`config.mk`:
```
export PLATFORM = sky130hd
export DESIGN_NAME = dacfe_top
export DESIGN_NICKNAME = d
export VERILOG_FILES = /design/src/rtl/dacfe_pkg.sv /design/src/rtl/dacfe_sync.sv /design/src/rtl/dacfe_zero_code.sv /design/src/rtl/dacfe_reg_pair.sv /design/src/rtl/dacfe_top.sv
export SDC_FILE = /design/constraint.sdc
export NUM_CORES = 1
export LEC_CHECK = 0
export BUFFER_PORTS_ARGS = -buffer_cell sky130_fd_sc_hd__clkbuf_2
export CAP_MARGIN = 15
export CORE_UTILIZATION = 56
export DETAILED_ROUTE_END_ITERATION = 10
export GPL_ROUTABILITY_DRIVEN = 0
export PLACE_DENSITY = 0.83
export SLEW_MARGIN = 20
export SYNTH_ARGS = -nofsm -noshare
export SYNTH_HDL_FRONTEND = slang
export SYNTH_SLANG_ARGS = --single-unit
```
`constraint.sdc`:
```
create_clock -name clk -period 2.9 [get_ports clk]
set_input_delay 0 -clock clk [delete_from_list [all_inputs] [get_ports clk]]
set_output_delay 0 -clock clk [all_outputs]
set_load 0.02 [all_outputs]
```
`src/rtl/dacfe_pkg.sv`:
```
`timescale 1ns/1ps
package dacfe_pkg;

   localparam int SPAN_W = 3;

   typedef enum logic [SPAN_W-1:0] {
      RNG_UNI5   = 3'd0,
      RNG_UNI10  = 3'd1,
      RNG_BIP5   = 3'd2,
      RNG_BIP10  = 3'd3,
      RNG_BIP2P5 = 3'd4,
      RNG_OFFSET = 3'd5
   } range_e;

   typedef struct packed {
      logic rd;
      logic upd;
      logic wr_n;
      logic sel;
      logic clr_n;
   } ctrl_t;

   // read idle, write idle, clear asserted: forces a clear right after reset
   localparam ctrl_t CTRL_RST = '{rd: 1'b0, upd: 1'b0, wr_n: 1'b1, sel: 1'b0, clr_n: 1'b0};

endpackage

```
`src/rtl/dacfe_sync.sv`:
```
`timescale 1ns/1ps
module dacfe_sync #(
   parameter int             W       = 1,
   parameter int             STAGES  = 2,
   parameter logic [W-1:0]   RST_VAL = '0
) (
   input  logic         clk,
   input  logic         rst_n,
   input  logic [W-1:0] d,
   output logic [W-1:0] q
);

   if (STAGES < 2) begin : g_bad_depth
      $error("dacfe_sync: STAGES must be at least 2");
   end
   if (W < 1) begin : g_bad_width
      $error("dacfe_sync: W must be positive");
   end

   logic [W-1:0] stage_q [STAGES];

   for (genvar i = 0; i < STAGES; i++) begin : g_stage
      if (i == 0) begin : g_first
         always_ff @(posedge clk or negedge rst_n) begin
            if (!rst_n) stage_q[0] <= RST_VAL;
            else        stage_q[0] <= d;
         end
      end else begin : g_next
         always_ff @(posedge clk or negedge rst_n) begin
            if (!rst_n) stage_q[i] <= RST_VAL;
            else        stage_q[i] <= stage_q[i-1];
         end
      end
   end

   assign q = stage_q[STAGES-1];

endmodule

```
`src/rtl/dacfe_zero_code.sv`:
```
`timescale 1ns/1ps
module dacfe_zero_code
   import dacfe_pkg::*;
#(
   parameter int DATA_W = 16
) (
   input  logic [SPAN_W-1:0] range_code,
   output logic [DATA_W-1:0] code
);

   if (DATA_W < 4) begin : g_bad_width
      $error("dacfe_zero_code: DATA_W must be at least 4");
   end

   localparam logic [DATA_W-1:0] MID_SCALE  = {1'b1,  {(DATA_W-1){1'b0}}};
   localparam logic [DATA_W-1:0] QTR_SCALE  = {2'b01, {(DATA_W-2){1'b0}}};
   localparam logic [DATA_W-1:0] ZERO_SCALE = '0;

   always_comb begin
      case (range_e'(range_code))
         RNG_BIP5, RNG_BIP10, RNG_BIP2P5: code = MID_SCALE;
         RNG_OFFSET:                      code = QTR_SCALE;
         default:                         code = ZERO_SCALE;
      endcase
   end

endmodule

```
`src/rtl/dacfe_reg_pair.sv`:
```
`timescale 1ns/1ps
module dacfe_reg_pair #(
   parameter int W = 16
) (
   input  logic         clk,
   input  logic         rst_n,
   input  logic         clr,
   input  logic [W-1:0] clr_val,
   input  logic         load,
   input  logic [W-1:0] load_val,
   input  logic         copy,
   output logic [W-1:0] in_q,
   output logic [W-1:0] act_q
);

   if (W < 1) begin : g_bad_width
      $error("dacfe_reg_pair: W must be positive");
   end

   always_ff @(posedge clk or negedge rst_n) begin
      if (!rst_n)    in_q <= '0;
      else if (clr)  in_q <= clr_val;
      else if (load) in_q <= load_val;
   end

   always_ff @(posedge clk or negedge rst_n) begin
      if (!rst_n)    act_q <= '0;
      else if (clr)  act_q <= clr_val;
      else if (copy) act_q <= in_q;
   end

   a_r1_input_hold: assert property (@(posedge clk) disable iff (!rst_n)
      (!load && !clr) |=> $stable(in_q));

   a_r3_active_hold: assert property (@(posedge clk) disable iff (!rst_n)
      (!copy && !clr) |=> $stable(act_q));

   a_r3_copy_through: assert property (@(posedge clk) disable iff (!rst_n)
      (copy && !clr) |=> (act_q == $past(in_q)));

   a_r8_clear_both: assert property (@(posedge clk) disable iff (!rst_n)
      clr |=> (in_q == $past(clr_val) && act_q == $past(clr_val)));

endmodule

```
`src/rtl/dacfe_top.sv`:
```
`timescale 1ns/1ps
module dacfe_top
   import dacfe_pkg::*;
#(
   parameter int DATA_W      = 16,
   parameter int SYNC_STAGES = 2
) (
   input  logic              clk,
   input  logic              rst_n,
   input  logic [DATA_W-1:0] bus_in,
   output logic [DATA_W-1:0] bus_out,
   output logic              bus_oe,
   input  logic              sel_span,
   input  logic              wr_n,
   input  logic              upd,
   input  logic              rd,
   input  logic              clr_n,
   input  logic              manual_span,
   input  logic [SPAN_W-1:0] span_pins,
   output logic [DATA_W-1:0] dac_data,
   output logic [SPAN_W-1:0] dac_span,
   output logic [DATA_W-1:0] zero_code,
   output logic              dgl_pulse
);

   localparam int CTRL_W = $bits(ctrl_t);
   localparam int PAD_W  = DATA_W - SPAN_W;

   if (DATA_W < SPAN_W + 1) begin : g_bad_width
      $error("dacfe_top: DATA_W must exceed the span width");
   end
   if (SYNC_STAGES < 2) begin : g_bad_sync
      $error("dacfe_top: SYNC_STAGES must be at least 2");
   end

   // ---------------- input synchronization ----------------
   ctrl_t             ctrl_raw;
   logic [CTRL_W-1:0] ctrl_sync;
   ctrl_t             ctl;
   logic [DATA_W-1:0] bus_q;

   assign ctrl_raw = '{rd: rd, upd: upd, wr_n: wr_n, sel: sel_span, clr_n: clr_n};

   dacfe_sync #(.W(CTRL_W), .STAGES(SYNC_STAGES), .RST_VAL(CTRL_RST)) u_ctrl_sync (
      .clk(clk), .rst_n(rst_n), .d(ctrl_raw), .q(ctrl_sync)
   );
   assign ctl = ctrl_t'(ctrl_sync);

   dacfe_sync #(.W(DATA_W), .STAGES(SYNC_STAGES), .RST_VAL('0)) u_bus_sync (
      .clk(clk), .rst_n(rst_n), .d(bus_in), .q(bus_q)
   );

   // ---------------- strobe decode ----------------
   logic wr_active, copy_en, clr_en;
   logic data_load, span_load;

   assign wr_active = !ctl.rd && !ctl.wr_n;
   assign copy_en   = !ctl.rd && ctl.upd;
   assign clr_en    = !ctl.clr_n;
   assign data_load = wr_active && !ctl.sel;
   assign span_load = wr_active && ctl.sel && !manual_span;

   // ---------------- register stages ----------------
   logic [SPAN_W-1:0] span_in_q, span_act_q, span_eff;
   logic [DATA_W-1:0] data_in_q, data_act_q, zc;

   dacfe_reg_pair #(.W(SPAN_W)) u_span_regs (
      .clk(clk), .rst_n(rst_n),
      .clr(1'b0), .clr_val('0),
      .load(span_load), .load_val(bus_q[SPAN_W-1:0]),
      .copy(copy_en),
      .in_q(span_in_q), .act_q(span_act_q)
   );

   assign span_eff = manual_span ? span_pins : span_act_q;

   dacfe_zero_code #(.DATA_W(DATA_W)) u_zero (
      .range_code(span_eff), .code(zc)
   );

   dacfe_reg_pair #(.W(DATA_W)) u_data_regs (
      .clk(clk), .rst_n(rst_n),
      .clr(clr_en), .clr_val(zc),
      .load(data_load), .load_val(bus_q),
      .copy(copy_en),
      .in_q(data_in_q), .act_q(data_act_q)
   );

   // ---------------- deglitch trigger ----------------
   logic upd_prev;

   always_ff @(posedge clk or negedge rst_n) begin
      if (!rst_n) begin
         upd_prev  <= 1'b0;
         dgl_pulse <= 1'b0;
      end else begin
         upd_prev  <= ctl.upd;
         dgl_pulse <= ctl.upd && !upd_prev && !ctl.rd;
      end
   end

   a_r7_pulse_single: assert property (@(posedge clk) disable iff (!rst_n)
      dgl_pulse |=> !dgl_pulse);

   // ---------------- readback ----------------
   logic [DATA_W-1:0] rb_data, rb_span;

   assign rb_data = ctl.upd ? data_act_q : data_in_q;
   assign rb_span = {{PAD_W{1'b0}}, (ctl.upd ? span_act_q : span_in_q)};
   assign bus_oe  = ctl.rd && !(ctl.sel && manual_span);

   always_comb begin
      if (!bus_oe)      bus_out = '0;
      else if (ctl.sel) bus_out = rb_span;
      else              bus_out = rb_data;
   end

   // ---------------- converter side ----------------
   assign dac_data  = data_act_q;
   assign dac_span  = span_eff;
   assign zero_code = zc;

endmodule

```
* Word level (Yosys, flattened, before mapping)
Index checks and enable logic that the tools add are counted.
Word-level totals: register bits 82, latch bits 0, bits in writable memories 0, memory bits (read-only) 0, input bits 27, output and inout bits 53, word-level logic and storage cells 42, memories 0
Cells by class: add/sub/neg operators 0, $mul 0, divide/modulo/power cells 0, order comparisons 0, equal/unequal tests 6, shift operators 0, mux-type cells 10, bitwise logic cells 0, reduce and logical (&&, ||, !) cells 16
Operators by type and width (number):
- $mux 16 | 7
- $pmux 16 s2 | 1
- $logic_and 1x1->1 | 9
- $eq 3x2->1 const B | 2
- $eq 3x3->1 const B | 2
- $logic_not 1->1 | 6
- $mux 3 | 2
- $ne 2x2->1 const B | 2
- $reduce_or 3->1 | 1

* Logic depth before layout (Yosys ltp)
Gate-level depths: netlist (run 1).
depth after elaboration 5, depth in mapped cells 6, gate-level depth less buffers 4

* By module
A second synthesis (run 1) with hierarchy kept.
Unflattened totals: cell total of the unflattened synthesis 259, area, all modules 3799.9 sq um
By module, submodules not included:
- dacfe_reg_pair (u_data_regs) | times used 1, cells an instance 104, area an instance 1677.9 sq um, seq. area each 800.8 sq um
- dacfe_sync (u_bus_sync) | times used 1, cells an instance 48, area an instance 920.9 sq um, seq. area each 800.8 sq um
- dacfe_top | times used 1, cells an instance 53, area an instance 469.2 sq um, seq. area each 50.0 sq um
- dacfe_reg_pair (u_span_regs) | times used 1, cells an instance 19, area an instance 290.3 sq um, seq. area each 150.1 sq um
- dacfe_sync (u_ctrl_sync) | times used 1, cells an instance 15, area an instance 290.3 sq um, seq. area each 252.7 sq um
- dacfe_zero_code | times used 1, cells an instance 20, area an instance 151.4 sq um, seq. area each 0.0 sq um

* Worst setup path after synthesis (run 1)
OpenSTA, ideal clock, no wires.
path type flip-flop to flip-flop, start register u_ctrl_sync.stage_q (netlist bit u_ctrl_sync.q[4]), end register u_span_regs.in_q[0], library setup time 125 ps, arrival 1363 ps, required time 2775 ps, slack 1412 ps, cell stages (with the launch flop) 4, buffers on the path 1, clock period less this slack 1488 ps, cell sequence dfrtp_1 -> clkbuf_2 -> nor4b_1 -> mux2_2
On the way: cells in the longest elaborated chain, start to end 4
Ends and longest elaborated chain:
- start, declared | line dacfe_sync.sv:20 | logic [W-1:0] stage_q [STAGES];
- start signal, assigned by index | line dacfe_sync.sv:31 | else stage_q[i] <= stage_q[i-1];
- $logic_not 1->1 | line dacfe_top.sv:57 | assign wr_active = !ctl.rd && !ctl.wr_n;
- $logic_and 1x1->1 | line dacfe_top.sv:57
- $logic_and 1x1->1 (2 in a row) | line dacfe_top.sv:61 | assign span_load = wr_active && ctl.sel && !manual_span;
- end signal, assigned | line dacfe_reg_pair.sv:22 | else if (clr) in_q <= clr_val;
- end signal, assigned | line dacfe_reg_pair.sv:23 | else if (load) in_q <= load_val;
- end, declared | line dacfe_reg_pair.sv:12 | output logic [W-1:0] in_q,
Every way passes these cells. A chain may end at the register's enable or synchronous reset.

* Worst setup path in the final report (run 1)
start register u_ctrl_sync.stage_q (netlist bit u_ctrl_sync.q[3]), end output port bus_out[0]
On the way: cells in the longest elaborated chain, start to end 3, elaborated cells on any way between the ends 4, classes of those cells mux: 4
Ends and longest elaborated chain:
- $mux 16 or $mux 3 (tied branches) | line dacfe_top.sv:108, dacfe_top.sv:109
- $mux 16 * | line dacfe_top.sv:114 | else if (ctl.sel) bus_out = rb_span;
- $mux 16 * | line dacfe_top.sv:113 | if (!bus_oe) bus_out = '0;
- end, declared | line dacfe_top.sv:11 | output logic [DATA_W-1:0] bus_out,
Every way passes the cells marked *; elsewhere a longest branch is shown, timed or not.

==> impl_metrics.json, run 1 <==
{
  "synth-seq-cells": 82,
  "critPathLaunchType": "register",
  "cts-root-buf": "clkbuf_8",
  "cts.sinks": 82,
  "status": "finished, final reports clean",
  "ys_types": 28,
  "max_freq_mhz": 539,
  "post-route-min-period_ns": 1.85,
  "worstMarginPinSlew_ns": 0.955,
  "end_kind": "primary output",
  "cts_setup_buffers": 0,
  "clock_latency_ns": 0.34,
  "yosysWarningCount": 0,
  "grt_overflow_total": 0,
  "dr.max_layer_used": "met4",
  "drv_cap": 0,
  "reg2reg_setup_slack_ns": 1.18,
  "min_to": "u_data_regs.act_q[15]$_DFFE_PN0P_",
  "rr_startpoint": "u_ctrl_sync.q[4]$_DFF_PN0_",
  "dr_wl_met3_um": 231,
  "grt_pass1_wl_um": 9340,
  "final.period_utilization": 0.640,
  "drc": 0,
  "ir_worst_vdd_v": 0.000523,
  "vias": 2108,
  "tns_ns": 0,
  "h-tree-depth": 3,
  "met1_length_um": 2540,
  "clock_skew_ns": 0.0119,
  "fp.dieArea_um2": 5980,
  "dp_hpwl_um": 3720,
  "min_from": "span_pins[2]",
  "crit_fanout": 19,
  "hold_path.class": "primary input to register",
  "start_util": 0.581,
  "crit_path_top_delay_cell": "mux4_2",
  "power_leakage_nw": 1.86,
  "nFillCells": 414,
  "wl_um": 5620,
  "cts_tree": "done",
  "cts-buffers-inserted": 9,
  "die_x_um": 77.3,
  "crit_family": "multiplexers",
  "ant_nets": 0,
  "clock_path_buffers": 2,
  "drt-initial-drc-count": 121,
  "synth_cells": 271,
  "path_cells": "buf_4 -> mux4_2 -> and3_1 -> clkbuf_2",
  "fp.dieH_um": 77.3,
  "antenna_found_initial": 0,
  "via_per_inst": 4.88,
  "rsz0062_at_grt": "false",
  "critPathBufInv": 2,
  "multi_input_comb_area_um2": 993,
  "slew_viol_final": 0,
  "wl_met2_um": 2690,
  "boundaryPins": 80,
  "port_buffers": 65,
  "final_hold_viol_count": 0,
  "gr-usage-all-layers": 0.207,
  "reg2reg_depth": 3,
  "drt-wirelength-per-cell_um": 13.0,
  "critPathRequiredTime_ns": 2.90,
  "syn-cell-area_um2": 3180,
  "rows": 27,
  "layout-drive-gt1-share": 0.261,
  "syn_area_per_cell_um2": 11.7,
  "yosysSeqAreaShare": 0.646,
  "core_um2": 5470,
  "finalSetupViolCount": 0,
  "syn_to_final_growth_pct": 22.1,
  "crit_arrival_ns": 1.85,
  "powerDensity_nw_per_um2": 570,
  "grt_max_degree": 83,
  "hold_slack_ns": 0.191,
  "slew_headroom": 0.363,
  "cpPeakStageDelay_ns": 0.55,
  "ff_latch_area_um2": 2050,
  "layout.nets": 382,
  "clkTransAtPathRegs_ns": 0.07,
  "dr.pass1.iters": 4,
  "crit_type": "register to primary output",
  "grt_pass1_vias": 1966,
  "hold_depth": 4,
  "antenna-diode-count": 0,
  "r2r-end": "u_data_regs.in_q[11]$_DFFE_PN0P_"
}
==> cells in the mapped netlist <==
master	count	area (um^2)
a21boi_1	1	7.51
dfstp_2	2	52.6
nor2_1	14	52.6
mux2_2	5	56.3
o21ai_0	1	5.00
a31oi_1	3	18.8
buf_4	14	105
inv_1	2	7.51
o21ba_2	1	10.0
a21boi_0	27	203
or3_1	1	6.26
conb_1	1	3.75
mux2i_2	1	13.8
buf_2	7	35.0
nor2b_1	1	6.26
mux2i_1	13	130
nand2b_1	2	12.5
nand2_1	75	282
and3_1	4	25.0
dfrtp_1	80	2000
clkbuf_2	1	5.00
a32oi_1	2	17.5
mux4_2	3	67.6
clkbuf_1	6	22.5
nor3_2	1	10.0
buf_1	1	3.75
or3b_1	1	8.76
nor4b_1	1	8.76
==> cells in the final DEF, fill, tap and decap left out, types with 4 or more instances in the layout <==
cell,count
dfrtp_1,80
a21boi_0,27
conb_1,14
clkbuf_8,10
mux2i_1,13
nor2_1,14
clkbuf_2,64
mux2_2,5
and3_1,4
dlygate4sd3_1,22
nand2_1,75
==> worst register-to-register path, delay by kind of cell, from the launching register on <==
| family | cells | cell delay (ns) |
|---|---|---|
| flip-flops | 1 | 0.49 |
| AO/OA/AOI/OAI | 1 | 0.22 |
| AND/OR/NAND/NOR | 2 | 0.92 |
==> layer usage <==
layer | track usage | vias to the layer above
met5 | 0 | -
met4 | 0.113 | 0
met3 | 0.0341 | 13
met2 | 0.317 | 73
met1 | 0.286 | 996
li1 | - | 1026
==> report_power, final <==
| part | leakage [nW] | internal [W] | switching (W) | total [W] |
|---|---|---|---|---|
| sequential | 1.02 | 0.00121 | 0.0000492 | 0.00126 |
| clock | 0.0786 | 0.000333 | 0.000367 | 0.000700 |
| combinational | 0.760 | 0.000106 | 0.000147 | 0.000253 |
| total | 1.86 | 0.00165 | 0.000562 | 0.00221 |
==> cell families after synthesis <==
family,count (synthesis),share of synthesized area
compound gates,35,0.0823
buf+inv,31,0.0563
flops,82,0.646
mux,22,0.0842
other cells,1,0.00118
simple gates,100,0.130
==> registers in the layout, indices dropped and copies added (netlist names) <==
register             flops
u_ctrl_sync.q            5
upd_prev                 1
u_ctrl_sync.stage_q      5
u_bus_sync.stage_q      16
u_span_regs.act_q        3
u_data_regs.in_q        16
u_bus_sync.q            16
dgl_pulse                1
u_span_regs.in_q         3
u_data_regs.act_q       16
==> what timing repair did <==
action                    in CTS  in global routing
hold endpoints to repair     101                  0
hold buffers                  22                  0
resized for setup              0                  0
==> worst max path at each step <==
stage | start | to | slack [ns] | depth (start not counted)
6_report | u_ctrl_sync.q[3]$_DFF_PN0_ | bus_out[0] | 1.05 | 4
5_1_grt | u_ctrl_sync.q[3]$_DFF_PN0_ | bus_out[0] | 0.95 | 4
4_1_cts | u_ctrl_sync.q[3]$_DFF_PN0_ | bus_out[0] | 1.02 | 4
3_5_place_dp | u_ctrl_sync.q[1]$_DFF_PN0_ | u_data_regs.in_q[15]$_DFFE_PN0P_ | 1.18 | 3
3_3_place_gp | u_ctrl_sync.q[1]$_DFF_PN0_ | u_data_regs.in_q[2]$_DFFE_PN0P_ | 1.30 | 3
2_1_floorplan | u_ctrl_sync.q[4]$_DFF_PN0_ | u_span_regs.in_q[0]$_DFFE_PN0P_ | 1.41 | 3
==> layout make-up <==
| type | count | area share |
|---|---|---|
| Multi-Input combinational cell | 171 | 0.256 |
| Timing Repair Buffer | 89 | 0.145 |
| Tap cell | 72 | 0.0232 |
| Clock inverter | 4 | 0.00709 |
| Clock buffer | 12 | 0.0374 |
| Sequential cell | 82 | 0.529 |
| Inverter | 2 | 0.00193 |
==> metrics by stage <==
| step | instance area, um^2 | setup slack, ns | util | power, W | cells |
|---|---|---|---|---|---|
| final | 3880 | 1.05 | 0.709 | 0.00221 | 432 |
| after global routing | 3880 | 0.950 | 0.709 | 0.00231 | 432 |
| after CTS | 3880 | 1.02 | 0.709 | 0.00223 | 432 |
| after detailed placement | 3490 | 1.18 | 0.637 | 0.00151 | 394 |
| after global placement | 3490 | 1.30 | 0.637 | 0.00150 | 394 |
| after floorplan | 3230 | 1.41 | - | 0.00143 | 284 |
Power figures use the tool's default switching activity.
==> run 2, diff against run 1 <==
Settings changed: CORE_UTILIZATION 56 to 47, PLACE_DENSITY 0.83 to 0.75.
Clock period 2.9 ns to 1.6 ns, I/O delays scaled along.
==> impl_metrics.json, run 2 (synthesis results as in run 1) <==
{
  "post-route-min-period_ns": 1.64,
  "clkTransAtPathRegs_ns": 0.08,
  "rr_startpoint": "u_ctrl_sync.q[4]$_DFF_PN0_",
  "grt_pass1_vias": 2068,
  "die_x_um": 84.2,
  "violations": "design-rule violations, negative setup slack",
  "cts_tree": "done",
  "via_per_inst": 4.82,
  "slew_viol_final": 0,
  "start_util": 0.495,
  "antenna_found_initial": 0,
  "reg2reg_depth": 3,
  "grt_max_degree": 38,
  "crit_type": "register to primary output",
  "drt-initial-drc-count": 144,
  "layout_commonest_cell": "dfrtp_1",
  "core_um2": 6420,
  "final_cell_mix": "dfrtp_1, nand2_1, clkbuf_2",
  "crit_arrival_ns": 1.64,
  "wl_met2_um": 2690,
  "final_critical_path_setup_slack_ns": -0.0388,
  "final.period_utilization": 1.02,
  "grt_overflow_total": 0,
  "dr.pass1.iters": 7,
  "nFillCells": 492,
  "fp.dieH_um": 84.2,
  "drc": 8,
  "dr.max_layer_used": "met4",
  "hold_path.class": "primary input to async pin",
  "place_ws_ns": 0.113,
  "cts.sinks": 82,
  "final_hold_viol_count": 0,
  "fp.dieArea_um2": 7090,
  "wl_um": 5750,
  "end_kind": "primary output",
  "clock_latency_ns": 0.33,
  "h-tree-depth": 3,
  "status": "complete, but fails checks",
  "dr_wl_met3_um": 248,
  "finalSetupViolCount": 4,
  "clock_skew_ns": 0.00770,
  "drv_cap": 0,
  "power_leakage_nw": 1.97,
  "clock_path_buffers": 2,
  "antenna-diode-count": 0,
  "port_buffers": 65,
  "critPathLaunchType": "register",
  "powerDensity_nw_per_um2": 1040,
  "boundaryPins": 80,
  "crit_fanout": 2,
  "ant_nets": 0,
  "layout.nets": 394,
  "r2r-end": "u_span_regs.in_q[2]$_DFFE_PN0P_",
  "gr-usage-all-layers": 0.176,
  "cts-buffers-inserted": 9,
  "met1_length_um": 2690,
  "grt_pass1_wl_um": 9690,
  "critPathRequiredTime_ns": 1.60,
  "max_freq_mhz": 610,
  "reg2reg_setup_slack_ns": 0.12,
  "dp_hpwl_um": 4000,
  "layout-drive-gt1-share": 0.312,
  "vias": 2165,
  "final_core_util": 0.639,
  "ir_worst_vdd_v": 0.000640,
  "rsz0062_at_grt": "true",
  "cts-root-buf": "clkbuf_8",
  "drt-wirelength-per-cell_um": 12.8,
  "syn_to_final_growth_pct": 29.1,
  "rows": 29
}
-- run 2: routing by layer --
metal / GRT usage / vias up
li1: - / 1048
met1: 0.243 / 1042
met2: 0.268 / 63
met3: 0.0452 / 12
met4: 0.0752 / 0
met5: 0 / -
-- run 2: what timing repair did --
| action | CTS | global route |
|---|---|---|
| gates resized for setup | 13 | 12 |
| pin swaps | 2 | 0 |
| endpoints found under the hold margin | 102 | 0 |
| endpoints found under the setup margin | 17 | 16 |
| hold buffers | 22 | 0 |
| buffers inserted | 5 | 0 |
-- run 2: how the worst max path moves through the flow --
stage	endpoint	cells after the start	from	slack (ns)
floorplan	u_span_regs.in_q[0]$_DFFE_PN0P_	3	u_ctrl_sync.q[4]$_DFF_PN0_	0.11
global placement	u_data_regs.in_q[15]$_DFFE_PN0P_	3	u_ctrl_sync.q[4]$_DFF_PN0_	0.17
detailed placement	u_data_regs.in_q[15]$_DFFE_PN0P_	3	u_ctrl_sync.q[4]$_DFF_PN0_	0.11
CTS	zero_code[15]	4	u_span_regs.act_q[0]$_DFFE_PN0P_	-0.07
global route	bus_out[1]	3	u_ctrl_sync.q[3]$_DFF_PN0_	-0.09
finish	zero_code[15]	4	u_span_regs.act_q[0]$_DFFE_PN0P_	-0.04
-- run 2: area by class of cell --
type	count	area (um^2)	area share
flip-flops and latches	82	2060	0.501
multi-input cells	171	1030	0.251
repair buffers	101	718	0.175
clock buffers	9	124	0.0302
well taps	77	96.3	0.0235
clock inverters	7	70.1	0.0171
inverters	2	7.51	0.00183
-- run 2: stage by stage --
stage / instances / power, W / setup TNS, ns / hold slack, ns / area [um^2]
final: 449 / 0.00425 / -0.105 / 0.136 / 4100
after global routing: 449 / 0.00445 / -0.367 / 0.144 / 4100
after CTS: 449 / 0.00427 / -0.233 / 0.133 / 4070
after detailed placement: 406 / 0.00275 / 0 / -0.0413 / 3570
after global placement: 406 / 0.00274 / 0 / -0.0474 / 3570
after floorplan: 284 / 0.00259 / 0 / -0.296 / 3230
-- run 2: where the power goes --
group | switching, W | internal (W)
clock | 0.000702 | 0.000717
sequential | 0.0000819 | 0.00219
combinational | 0.000292 | 0.000262
-- run 2: critical path: stages (launching register included) --
cell	delay, ns
dfrtp_1	0.40
mux2_4	0.28
or3b_4	0.41
o21ai_2	0.08
buf_6	0.14
==> run 3, diff against run 2 <==
Settings changed: SETUP_SLACK_MARGIN set to 0.5.
==> impl_metrics.json, run 3 (synthesis results as in run 1) <==
{
  "cpPeakStageDelay_ns": 0.45,
  "syn_to_final_growth_pct": 52.9,
  "drv_cap": 0,
  "layout_commonest_cell": "dfrtp_1",
  "final_cell_mix": "dfrtp_1, nand2_1, clkbuf_2",
  "die_x_um": 84.2,
  "layout.nets": 413,
  "rows": 29,
  "crit_arrival_ns": 1.67,
  "drt-wirelength-per-cell_um": 16.6,
  "clock_latency_ns": 0.34,
  "drc": 12,
  "place_inst": 409,
  "core_um2": 6420,
  "post-route-min-period_ns": 1.67,
  "rsz0062_at_grt": "true",
  "clkTransAtPathRegs_ns": 0.09,
  "tns_ns": -0.199,
  "nFillCells": 386,
  "worstMarginPinSlew_ns": 0.543,
  "fp.dieH_um": 84.2,
  "cts-buffers-inserted": 9,
  "critPathRequiredTime_ns": 1.60,
  "boundaryPins": 80,
  "end_kind": "primary output",
  "power_w": 0.00448,
  "clock_path_buffers": 2,
  "antenna_found_initial": 0,
  "cts.sinks": 82,
  "powerDensity_nw_per_um2": 923,
  "hold_path.class": "primary input to async pin",
  "final_hold_viol_count": 0,
  "dp_hpwl_um": 4020,
  "grt_max_degree": 45,
  "ant_nets": 0,
  "critPathBufInv": 2,
  "wl_um": 7780,
  "gr-usage-all-layers": 0.213,
  "grt_pass1_vias": 2359,
  "grt_overflow_total": 0,
  "critPathLaunchType": "register",
  "final.period_utilization": 1.04,
  "grt_pass1_wl_um": 11400,
  "slew_headroom": 0.638,
  "max_freq_mhz": 600,
  "power_leakage_nw": 2.22,
  "status": "complete, but fails checks",
  "fp.dieArea_um2": 7090,
  "finalSetupViolCount": 5,
  "drt-initial-drc-count": 212,
  "via_per_inst": 5.23,
  "crit_family": "flip-flops",
  "fin_cells": 468,
  "cts_tree": "done",
  "final_critical_path_setup_slack_ns": -0.0665,
  "dr.pass1.iters": 7,
  "crit_type": "register to primary output",
  "slew_viol_final": 0,
  "crit_path_top_delay_cell": "dfrtp_1",
  "ir_worst_vdd_v": 0.000651,
  "clock_skew_ns": 0.00856,
  "path_cells": "mux2i_4 -> inv_2 -> or3b_4 -> o21ai_4 -> buf_8",
  "port_buffers": 65,
  "layout-drive-gt1-share": 0.501,
  "violations": "design-rule violations, negative setup slack",
  "h-tree-depth": 3,
  "crit_fanout": 3,
  "start_util": 0.495,
  "vias": 2448,
  "cts-root-buf": "clkbuf_8",
  "antenna-diode-count": 0
}
[run 3: cell types whose count changed in the layout (fill, tap and decap cells not counted), sizes merged, moves of 3 or more]
cell	delta
buf	+35
inv	+3
clkinv	-3
clkbuf	-17
[run 3: path summary, 6_finish.rpt]
check / cells after the start / startpoint / to / slack, ns
max: 5 / u_span_regs.act_q[1]$_DFFE_PN0P_ / zero_code[15] / -0.07
min: 2 / rst_n / u_ctrl_sync.stage_q[8]$_DFF_PN0_ / 0.19
max reg2reg: 6 / u_span_regs.act_q[1]$_DFFE_PN0P_ / u_data_regs.act_q[15]$_DFFE_PN0P_ / -0.02
min reg2reg: 0 / u_bus_sync.stage_q[21]$_DFF_PN0_ / u_bus_sync.q[5]$_DFF_PN0_ / 0.35
max in group asynchronous: 3 / rst_n / u_bus_sync.q[7]$_DFF_PN0_ / 0.79
min in group clk: 3 / manual_span / u_span_regs.in_q[2]$_DFFE_PN0P_ / 0.24
[run 3: area by class of cell]
type,instances,area [um^2],area share
well taps,77,96.3,0.0198
clock buffers,9,124,0.0255
flip-flops and latches,82,2060,0.423
inverters,2,7.51,0.00154
multi-input cells,172,1410,0.290
repair buffers,119,1100,0.227
clock inverters,7,61.3,0.0126
[run 3: worst reg2reg max path, cell delays in order, from the launching register on]
cell and delay, ns:
dfrtp_1 0.45, mux2i_4 0.20, inv_2 0.06, or3b_4 0.40
buf_4 0.15, buf_6 0.11, a32oi_2 0.16
[run 3: timing repair]
item	in CTS	in global routing
gates cloned	4	1
endpoints found under the hold margin	62	0
hold buffers	22	0
buffers inserted	8	8
resized for setup	88	84
setup endpoints to repair	60	61
pin swaps	27	27
[run 3: metal layers]
metal | global-route usage | vias up | share of wire
li1 | - | 1103 | -
met1 | 0.258 | 1192 | 0.39
met2 | 0.364 | 128 | 0.52
met3 | 0.0492 | 25 | 0.053
met4 | 0.100 | 0 | 0.032
met5 | 0 | - | 0
[run 3: stage by stage]
stage	area, um^2	utilization	hold WS, ns	worst slack (ns)
2_1_floorplan	3360	-	-0.296	0.220
3_3_place_gp	3650	0.568	0.0130	0.168
3_5_place_dp	3650	0.568	0.0157	0.106
4_1_cts	4550	0.708	0.166	-0.0687
5_1_grt	4860	0.757	0.224	-0.111
6_report	4860	0.757	0.190	-0.0665
[run 3: where the power goes]
part           internal (W)  total (W)  switching, W
Sequential          0.00219    0.00231      0.000115
Clock              0.000590    0.00137      0.000783
Combinational      0.000419   0.000806      0.000387
Total               0.00320    0.00448       0.00128
